File: config.mk
export PLATFORM = sky130hd
export DESIGN_NAME = irq_gather
export DESIGN_NICKNAME = d
export VERILOG_FILES = /design/src/rtl/irqg_pkg.sv /design/src/rtl/irqg_sync.sv /design/src/rtl/irqg_timer.sv /design/src/rtl/irqg_snap.sv /design/src/rtl/irq_gather.sv
export SDC_FILE = /design/constraint.sdc
export NUM_CORES = 1
export LEC_CHECK = 0
export ABC_AREA = 1
export BUFFER_PORTS_ARGS = -buffer_cell sky130_fd_sc_hd__buf_2
export CAP_MARGIN = 20
export CELL_PAD_IN_SITES_DETAIL_PLACEMENT = 1
export CELL_PAD_IN_SITES_GLOBAL_PLACEMENT = 2
export CORE_MARGIN = 3
export CORE_UTILIZATION = 28
export CTS_BUF_LIST = sky130_fd_sc_hd__clkbuf_2 sky130_fd_sc_hd__clkbuf_4 sky130_fd_sc_hd__clkbuf_8
export DETAILED_ROUTE_END_ITERATION = 12
export GPL_ROUTABILITY_DRIVEN = 0
export PLACE_DENSITY = 0.81
export SETUP_SLACK_MARGIN = 0.5
export SKIP_LAST_GASP = 1
export SLEW_MARGIN = 20
export SYNTH_ARGS = -nofsm -noshare
export SYNTH_HDL_FRONTEND = slang
export SYNTH_SLANG_ARGS = --single-unit
File: constraint.sdc
create_clock -name clk -period 2.5 [get_ports clk]
set_input_delay 0.25 -clock clk [delete_from_list [all_inputs] [get_ports clk]]
set_output_delay 0.25 -clock clk [all_outputs]
set_load 0.01 [all_outputs]
File: src/rtl/irqg_pkg.sv
package irqg_pkg;

    localparam int NUM_SRC = 16;

    typedef logic [NUM_SRC-1:0] irq_vec_t;

    typedef struct packed {
        logic     stb;
        irq_vec_t data;
    } xfer_t;

    function automatic logic any_active(input irq_vec_t vec, input irq_vec_t unused);
        return |(vec & ~unused);
    endfunction

endpackage

File: src/rtl/irqg_sync.sv
module irqg_sync #(
    parameter int W      = 16,
    parameter int STAGES = 2
) (
    input  logic         clk,
    input  logic         rst,
    input  logic [W-1:0] d,
    output logic [W-1:0] q
);
    logic [W-1:0] stage [STAGES];

    generate
        for (genvar s = 0; s < STAGES; s++) begin : g_stage
            if (s == 0) begin : g_first
                always_ff @(posedge clk) begin
                    if (rst) stage[s] <= '0;
                    else     stage[s] <= d;
                end
            end else begin : g_next
                always_ff @(posedge clk) begin
                    if (rst) stage[s] <= '0;
                    else     stage[s] <= stage[s-1];
                end
            end
        end
    endgenerate

    assign q = stage[STAGES-1];
endmodule

File: src/rtl/irqg_timer.sv
module irqg_timer #(
    parameter int PW         = 16,
    parameter int DEF_PERIOD = 64
) (
    input  logic          clk,
    input  logic          rst,
    input  logic [PW-1:0] period_cfg,
    output logic          tick
);
    logic [PW-1:0] cnt;
    logic [PW-1:0] limit;

    // A zero setting selects the built-in default period
    always_comb begin
        limit = (period_cfg == '0) ? PW'(DEF_PERIOD) : period_cfg;
        tick  = (cnt >= limit - PW'(1));
    end

    always_ff @(posedge clk) begin
        if (rst)       cnt <= '0;
        else if (tick) cnt <= '0;
        else           cnt <= cnt + PW'(1);
    end
endmodule

File: src/rtl/irqg_snap.sv
module irqg_snap (
    input  logic               clk,
    input  logic               rst,
    input  logic               tick,
    input  irqg_pkg::irq_vec_t cur,
    output irqg_pkg::xfer_t    xfer
);
    always_ff @(posedge clk) begin
        if (rst) begin
            xfer <= '0;
        end else begin
            xfer.stb <= tick;
            if (tick) xfer.data <= cur;
        end
    end
endmodule

File: src/rtl/irq_gather.sv
module irq_gather #(
    parameter int PERIOD_W   = 16,
    parameter int DEF_PERIOD = 64
) (
    input  logic                clk,
    input  logic                rst,
    input  logic [15:0]         req_in,
    input  logic [15:0]         unused_mask,
    input  logic [PERIOD_W-1:0] period_cfg,
    output logic [15:0]         req_reg,
    output logic [15:0]         xfer_bus,
    output logic                xfer_stb,
    output logic                host_irq
);
    import irqg_pkg::*;

    irq_vec_t synced;
    irq_vec_t reg_q;
    logic     tick;
    xfer_t    xfer;

    irqg_sync #(.W(NUM_SRC), .STAGES(2)) u_sync (
        .clk (clk),
        .rst (rst),
        .d   (req_in),
        .q   (synced)
    );

    // Request register, refreshed every clock from the synchronised levels
    always_ff @(posedge clk) begin
        if (rst) reg_q <= '0;
        else     reg_q <= synced;
    end

    irqg_timer #(.PW(PERIOD_W), .DEF_PERIOD(DEF_PERIOD)) u_timer (
        .clk        (clk),
        .rst        (rst),
        .period_cfg (period_cfg),
        .tick       (tick)
    );

    irqg_snap u_snap (
        .clk  (clk),
        .rst  (rst),
        .tick (tick),
        .cur  (reg_q),
        .xfer (xfer)
    );

    assign req_reg  = reg_q;
    assign xfer_bus = xfer.data;
    assign xfer_stb = xfer.stb;
    assign host_irq = any_active(reg_q, unused_mask);
endmodule

==> run summary, run 1 <==
die height: 120.9 µm
GRT Total Usage: 14.83%
largest family of logic cells by synthesized area: simple AND/OR/NAND/NOR gates
Hold Path Origin: req_in[13]
Reg2Reg Depth: 8
count of buffers from port buffering: 83
CTS tree: done
leak pwr: 2.558 nW
Netlist Area Pre-Place: 3697 µm²
mux cell area share after synthesis: 0%
Clock Sink Count: 81
syn avg cell area: 7.530 µm²
adder-cell share of the synthesized area: 6.091%
first-pass GRT wire length: 17.46 mm
Reg clk slew, reported paths: 0.10 ns
Starting Density: 28.95%
core area: 12770 µm²
Final Slew Violations: 0
hold depth: 3
area leader, netlist: dfxtp_1
Post-synth EDFFs: 0
drt pass-1 iters: 4
Routed WL: 10.74 mm
Layout fillers: 1547
Syn-to-layout area delta: 45.55%
grt ovf: 0
sequential area share after synthesis: 43.86%
Tightest Hold Check Type: in2reg
placed cells: 764
Simple-Gate Fraction of Synth Area: 28.97%
element type at the critical path start: input port
Final Setup Violations: 0
Biggest register: u_sync.stage
Worst VDD drop: 275.8 µV
Critical Path Max Stage Delay: 0.24 ns
hold path endpoint: u_sync.stage[0][13]$_SDFF_PP0_
Max-Cap Viols: 0
Worst Skew: 0.01089 ns
antenna violations before repair: 0
most common cell in the netlist: inv_1
share of post-route cells with drive strength above 1: 36.74%
top cells by area, synth: dfxtp_1, inv_1, nor2_1
fin cells: 798
DR vias/cell: 4.367
worst slew pin tran: 0.4742 ns
die area: 14620 µm²
chip width: 120.9 µm
clk buf depth: 2
number of global-route vias before repair: 3648
Antenna Cells: 0
cts hold-fix bufs: 0
wire per inst: 13.46 µm
Final Hold Fails: 0
yosys warns: 0
Commonest cells post-synth: inv_1, nor2_1, dfxtp_1, nand2_1, nand3_1
Root Driver: clkbuf_8
r2r endpoint: u_snap.xfer[12]$_SDFFE_PP0P_
critical path, cell by cell: buf_8, inv_12, ha_4, nand2_4, nor2_4, nand2_4, nand4_1, nor2_4, buf_4, nand3_1, nand2_2, ha_4, a21oi_4, o21ai_2, a21oi_4, buf_12, buf_6, nand2_8, nand3_1, nand2_1
CP required: 2.75 ns
DRC viols: 0
crit path max fanout: 8
final net count: 689
xor/xnor cell area share of the yosys netlist: 4.501%
worst-skew pair later-pin latency: 0.35 ns
design area: 5381 µm²
max frequency: 426.0 MHz
PD cells: 493.9 nW/µm²
Syn Nets: 559
crit path kind: in2reg
Worst EP arrival: 2.59 ns
io pins: 84
Final period util: 93.89%
cells after synthesis: 491
Seq cells post-synth: 81
unrepaired setup endpoints after global routing: yes
Final ANT Viol Nets: 0
number of DRC markers in iteration 0: 99
status: finished, final reports clean
num rows: 41
Critical Path End Type: register
RR Startpoint: u_timer.cnt[9]$_SDFF_PP0_
Final HPWL DP: 7.761 mm
reg-to-reg slack, setup: 0.71 ns
max reg flops: 32
compound-cell area share of the yosys netlist: 4.162%
top_reg_cell synth: dfxtp_1
Post-DP Area: 4597 µm²
area fraction of the dominant cell type after synthesis: 43.86%
Tmin final: 2.347 ns
largest net degree at the start of global routing: 50
async set or reset register ratio after synthesis: 0%
Slew Limit Headroom: 68.39%
H-tree Lvls: 3
vias: 3485
CTS Buf Count: 9
Regs by FF count: u_sync.stage (32), u_snap.xfer (17)
Synth cell types: 29
slowest stage cell, crit path: nand4_1
[report_power, final]
group          switching, mW  internal, mW  total, mW
Sequential            0.0198          1.32       1.34
Clock                  0.524         0.484       1.01
Combinational          0.165         0.140      0.305
Total                  0.709          1.95       2.66
[per-layer routing]
layer	wire [µm]	global-route usage, %
met1	4848	19.15
met2	5492	25.49
met3	280	2.145
met4	121	4.674
met5	0	0
[layout make-up]
class / count / area (µm²) / area share, %
Timing Repair Buffer: 131 / 914.6 / 17.00
Clock buffer: 9 / 123.9 / 2.302
Clock inverter: 7 / 86.33 / 1.604
Tap cell: 172 / 215.2 / 3.999
Sequential cell: 81 / 1622 / 30.13
Multi-Input combinational cell: 296 / 2022 / 37.57
Inverter: 102 / 397.9 / 7.394
[critical path, delay by kind of cell]
kind / cells / cell delay (ns)
AND/OR/NAND/NOR: 10 / 1.09
buffers and inverters: 5 / 0.50
adder cells (fa/ha/maj): 2 / 0.38
AO/OA/AOI/OAI: 3 / 0.37
[how the worst max path moves through the flow]
stage	cells after the start	endpoint	start	slack [ns]
after floorplan	17	u_snap.xfer[10]$_SDFFE_PP0P_	period_cfg[1]	0.13
after global placement	18	u_snap.xfer[0]$_SDFFE_PP0P_	period_cfg[1]	-0.17
after detailed placement	17	u_timer.cnt[0]$_SDFF_PP0_	period_cfg[1]	-0.27
after CTS	21	u_snap.xfer[11]$_SDFFE_PP0P_	period_cfg[0]	0.28
after global routing	20	u_snap.xfer[0]$_SDFFE_PP0P_	period_cfg[1]	0.06
final	20	u_snap.xfer[0]$_SDFFE_PP0P_	period_cfg[1]	0.15
[cells in the final DEF (no fill, tap or decap), drive strengths merged, types with 4 or more instances in the layout]
cell,synthesis,final
xor2,11,11
xnor2,8,8
o22ai,8,8
clkbuf,8,9
nand2,76,77
nor2,100,100
nand3,29,29
o21ai,4,4
a21oi,10,10
dfxtp,81,81
nand4,23,23
inv,102,106
buf,5,131
ha,18,18
[timing repair]
action                     4_1_cts  5_1_grt
gates resized for setup         51       33
setup buffers                   12        3
gates cloned                     3        0
setup endpoints to repair       33       33
hold endpoints to repair         0        0
pin swaps                       27       29
[kinds of logic (layout without fill, tap and decap cells)]
group                      count (synthesis)  after routing
DFF                                       81             81
adders and majority gates                 18             18
buffers and inverters                    115            249
AOI/OAI and AO/OA                         25             25
xor gates and xnor gates                  19             19
and+or+nand+nor                          233            234
[through the flow]
stage	power [mW]	setup WS, ns	hold slack [ns]	util [%]	TNS [ns]
after floorplan	1.504	0.1347	0.3570	-	0
after global placement	1.614	-0.1656	0.3913	35.99	-5.143
after detailed placement	1.626	-0.2670	0.3963	35.99	-7.921
after CTS	2.672	0.2832	0.06590	40.76	0
after global routing	2.787	0.06341	0.08300	42.13	0
final	2.658	0.1528	0.09084	42.13	0
(Power assumes the default switching activity.)
==> run 2, diff against run 1 <==
- SETUP_SLACK_MARGIN: 0.5 -> not set
- SKIP_CTS_REPAIR_TIMING: not set -> 1
==> run 2 against run 1 <==
Effect of this change: power down 6.2%; critical path type unchanged; combinational power shrank 18%; fmax up 0.94%; first-iteration DRC count shrank 11%; critical path depth down 2; clock skew is 0.0029 ns lower; die area did not move; largest power group unchanged; utilization is 4.5 points lower; cell count decreased by 1.8%; clock power is 11% lower; final area fell by 11%; via count down 5.3%.
==> run summary, run 2 (synthesis results as in run 1) <==
crit path max fanout: 8 (unchanged)
Reg2Reg Depth: 7 (was 8)
io pins: 84 (unchanged)
Starting Density: 28.95% (unchanged)
Clk pwr share: 36.1% (was 37.9%)
unrepaired setup endpoints after global routing: yes (unchanged)
CTS tree: done (unchanged)
number of DRC markers in iteration 0: 88 (was 99)
H-tree Lvls: 3 (unchanged)
Regs by FF count: u_sync.stage (32), u_snap.xfer (17) (unchanged)
worst-skew pair later-pin latency: 0.35 ns (about the same)
Worst VDD drop: 326.6 µV (was 275.8 µV)
Final Slew Violations: 0 (unchanged)
largest net degree at the start of global routing: 50 (unchanged)
Critical Path Max Stage Delay: 0.31 ns (was 0.24 ns)
power share of the combinational group: 10.0% (was 11.5%)
RR Startpoint: u_timer.cnt[9]$_SDFF_PP0_ (unchanged)
core area: 12770 µm² (unchanged)
count of buffers from port buffering: 83 (unchanged)
Tightest Hold Check Type: in2reg (unchanged)
vias: 3299 (was 3485)
Final Hold Fails: 0 (unchanged)
status: finished, final reports clean (unchanged)
Post-Place Worst Slack: -0.3670 ns (was -0.2670 ns)
Max-Cap Viols: 0 (unchanged)
slowest stage cell, crit path: nor4_4 (was nand4_1)
final net count: 675 (was 689)
fin cells: 784 (was 798)
DRC viols: 0 (unchanged)
drt pass-1 iters: 4 (unchanged)
busiest layer in global routing: met2 (unchanged)
r2r endpoint: u_timer.cnt[15]$_SDFF_PP0_ (was u_snap.xfer[12]$_SDFFE_PP0P_)
CP delay by family, top: simple AND/OR/NAND/NOR gates (unchanged)
placed cells: 762 (was 764)
Final HPWL DP: 7.547 mm (was 7.761 mm)
hold depth: 3 (unchanged)
Antenna Cells: 0 (unchanged)
hold path endpoint: u_sync.stage[0][13]$_SDFF_PP0_ (unchanged)
critical path, cell by cell: buf_2, inv_2, ha_4, nand2_2, nor2_1, nand2_2, nand4_1, nor2_1, nand2_1, nand2_1, nand2_1, ha_1, nand2_1, nor4_4, nand2_4, nand3_4, clkbuf_16, nor2_1 (was buf_8, inv_12, ha_4, nand2_4, nor2_4, nand2_4, nand4_1, nor2_4, buf_4, nand3_1, nand2_2, ha_4, a21oi_4, o21ai_2, a21oi_4, buf_12, buf_6, nand2_8, nand3_1, nand2_1)
Final period util: 93.01% (was 93.89%)
M2 GR Usage: 21.36% (was 25.49%)
chip width: 120.9 µm (unchanged)
GRT Total Usage: 13.23% (was 14.83%)
M3 GR Usage: 2.611% (was 2.145%)
most used cell, CP: nand2_1
CTS Buf Count: 9 (unchanged)
Final Total Pwr: 2.493 mW (was 2.658 mW)
die height: 120.9 µm (unchanged)
register share of total power: 53.9% (was 50.6%)
first-pass GRT wire length: 15.47 mm (was 17.46 mm)
most common library cell in the layout ignoring fill and taps: inv_1 (unchanged)
Hold Path Origin: req_in[13] (unchanged)
Routed WL: 9.756 mm (was 10.74 mm)
max reg flops: 32 (unchanged)
Reg clk slew, reported paths: 0.09 ns (was 0.10 ns)
clk buf depth: 2 (unchanged)
Setup WS post-layout: 0.1747 ns (was 0.1528 ns)
crit path buf inv count: 3 (was 5)
Core Util, Final: 37.59% (was 42.13%)
antenna violations before repair: 0 (unchanged)
most frequent cells in the layout: inv_1, nor2_1, buf_2 (was inv_1, dfxtp_1, buf_2)
met1 usage: 17.24% (was 19.15%)
PD cells: 519.2 nW/µm² (was 493.9 nW/µm²)
Clock Sink Count: 81 (unchanged)
Slew Limit Headroom: 68.69% (was 68.39%)
Syn-to-layout area delta: 29.88% (was 45.55%)
share of post-route cells with drive strength above 1: 27.12% (was 36.74%)
DR vias/cell: 4.208 (was 4.367)
Pint: 1.819 mW (was 1.948 mW)
reg-to-reg slack, setup: 0.78 ns (was 0.71 ns)
number of global-route vias before repair: 3325 (was 3648)
net switching power: 0.6738 mW (was 0.7093 mW)
Root Driver: clkbuf_8 (unchanged)
num rows: 41 (unchanged)
crit path kind: in2reg (unchanged)
element type at the critical path start: input port (unchanged)
grt ovf: 0 (unchanged)
die area: 14620 µm² (unchanged)
Layout fillers: 1611 (was 1547)
Final Setup Violations: 0 (unchanged)
Worst EP arrival: 2.58 ns (was 2.59 ns)
Biggest register: u_sync.stage (unchanged)
CP required: 2.75 ns (about the same)
Sw Ratio: 27.03% (was 26.69%)
wire per inst: 12.44 µm (was 13.46 µm)
Tmin final: 2.325 ns (was 2.347 ns)
Worst Skew: 0.007970 ns (was 0.01089 ns)
Critical Path End Type: register (unchanged)
Final ANT Viol Nets: 0 (unchanged)
worst slew pin tran: 0.4697 ns (was 0.4742 ns)
max frequency: 430.1 MHz (was 426.0 MHz)
leak pwr: 2.369 nW (was 2.558 nW)
## run 2: cell count changes in the layout (fill, tap and decap cells not counted), sizes merged
cell / previous run / this run
clkbuf: 9 / 10
buf: 131 / 116
bufinv: 1 / 0
clkinvlp: 1 / 2
clkinv: 1 / 2
inv: 106 / 105
## run 2: stage by stage
| stage | hold WS, ns | cell area, µm² | TNS (ns) |
|---|---|---|---|
| 2_1_floorplan | 0.3570 | 3697 | 0 |
| 3_3_place_gp | 0.3905 | 4469 | -6.974 |
| 3_5_place_dp | 0.3962 | 4469 | -11.37 |
| 4_1_cts | 0.07758 | 4657 | 0 |
| 5_1_grt | 0.07075 | 4802 | -0.6429 |
| 6_report | 0.09458 | 4802 | 0 |
## run 2: how the worst max path moves through the flow
stage / start / endpoint / cells after the start
after detailed placement: period_cfg[0] / u_snap.xfer[7]$_SDFFE_PP0P_ / 18
after global placement: period_cfg[0] / u_snap.xfer[15]$_SDFFE_PP0P_ / 18
after global routing: period_cfg[0] / u_timer.cnt[13]$_SDFF_PP0_ / 19
final: period_cfg[0] / u_timer.cnt[15]$_SDFF_PP0_ / 18
after CTS: period_cfg[0] / u_timer.cnt[13]$_SDFF_PP0_ / 17
after floorplan: period_cfg[1] / u_snap.xfer[10]$_SDFFE_PP0P_ / 19
## run 2: metal layers
layer	vias up	share of wire, %
met4	0	2.2
met1	1479	48
met2	58	47
li1	1743	-
met5	-	0
met3	19	3.1
## run 2: power groups by stage
stage	Sequential [mW]	Combinational (mW)	Clock, mW
global route	1.35	0.287	0.999
floorplan	1.37	0.125	0
global placement	1.37	0.230	0
finish	1.34	0.250	0.900
detailed placement	1.37	0.239	0
CTS	1.34	0.241	0.938
## run 2: area by class of cell
type | instances | area, µm² | share of cell area [%]
Clock buffer | 9 | 123.9 | 2.579
Clock inverter | 7 | 63.81 | 1.329
Inverter | 102 | 382.9 | 7.973
Multi-Input combinational cell | 296 | 1670 | 34.78
Sequential cell | 81 | 1622 | 33.77
Tap cell | 172 | 215.2 | 4.481
Timing Repair Buffer | 117 | 724.4 | 15.09
## run 2: worst register-to-register path, delay by kind of cell (launching register included)
kind	cells	cell delay [ns]
and+or+nand+nor	5	0.76
buffers and inverters	1	0.18
adders and majority gates	1	0.32
DFF	1	0.37
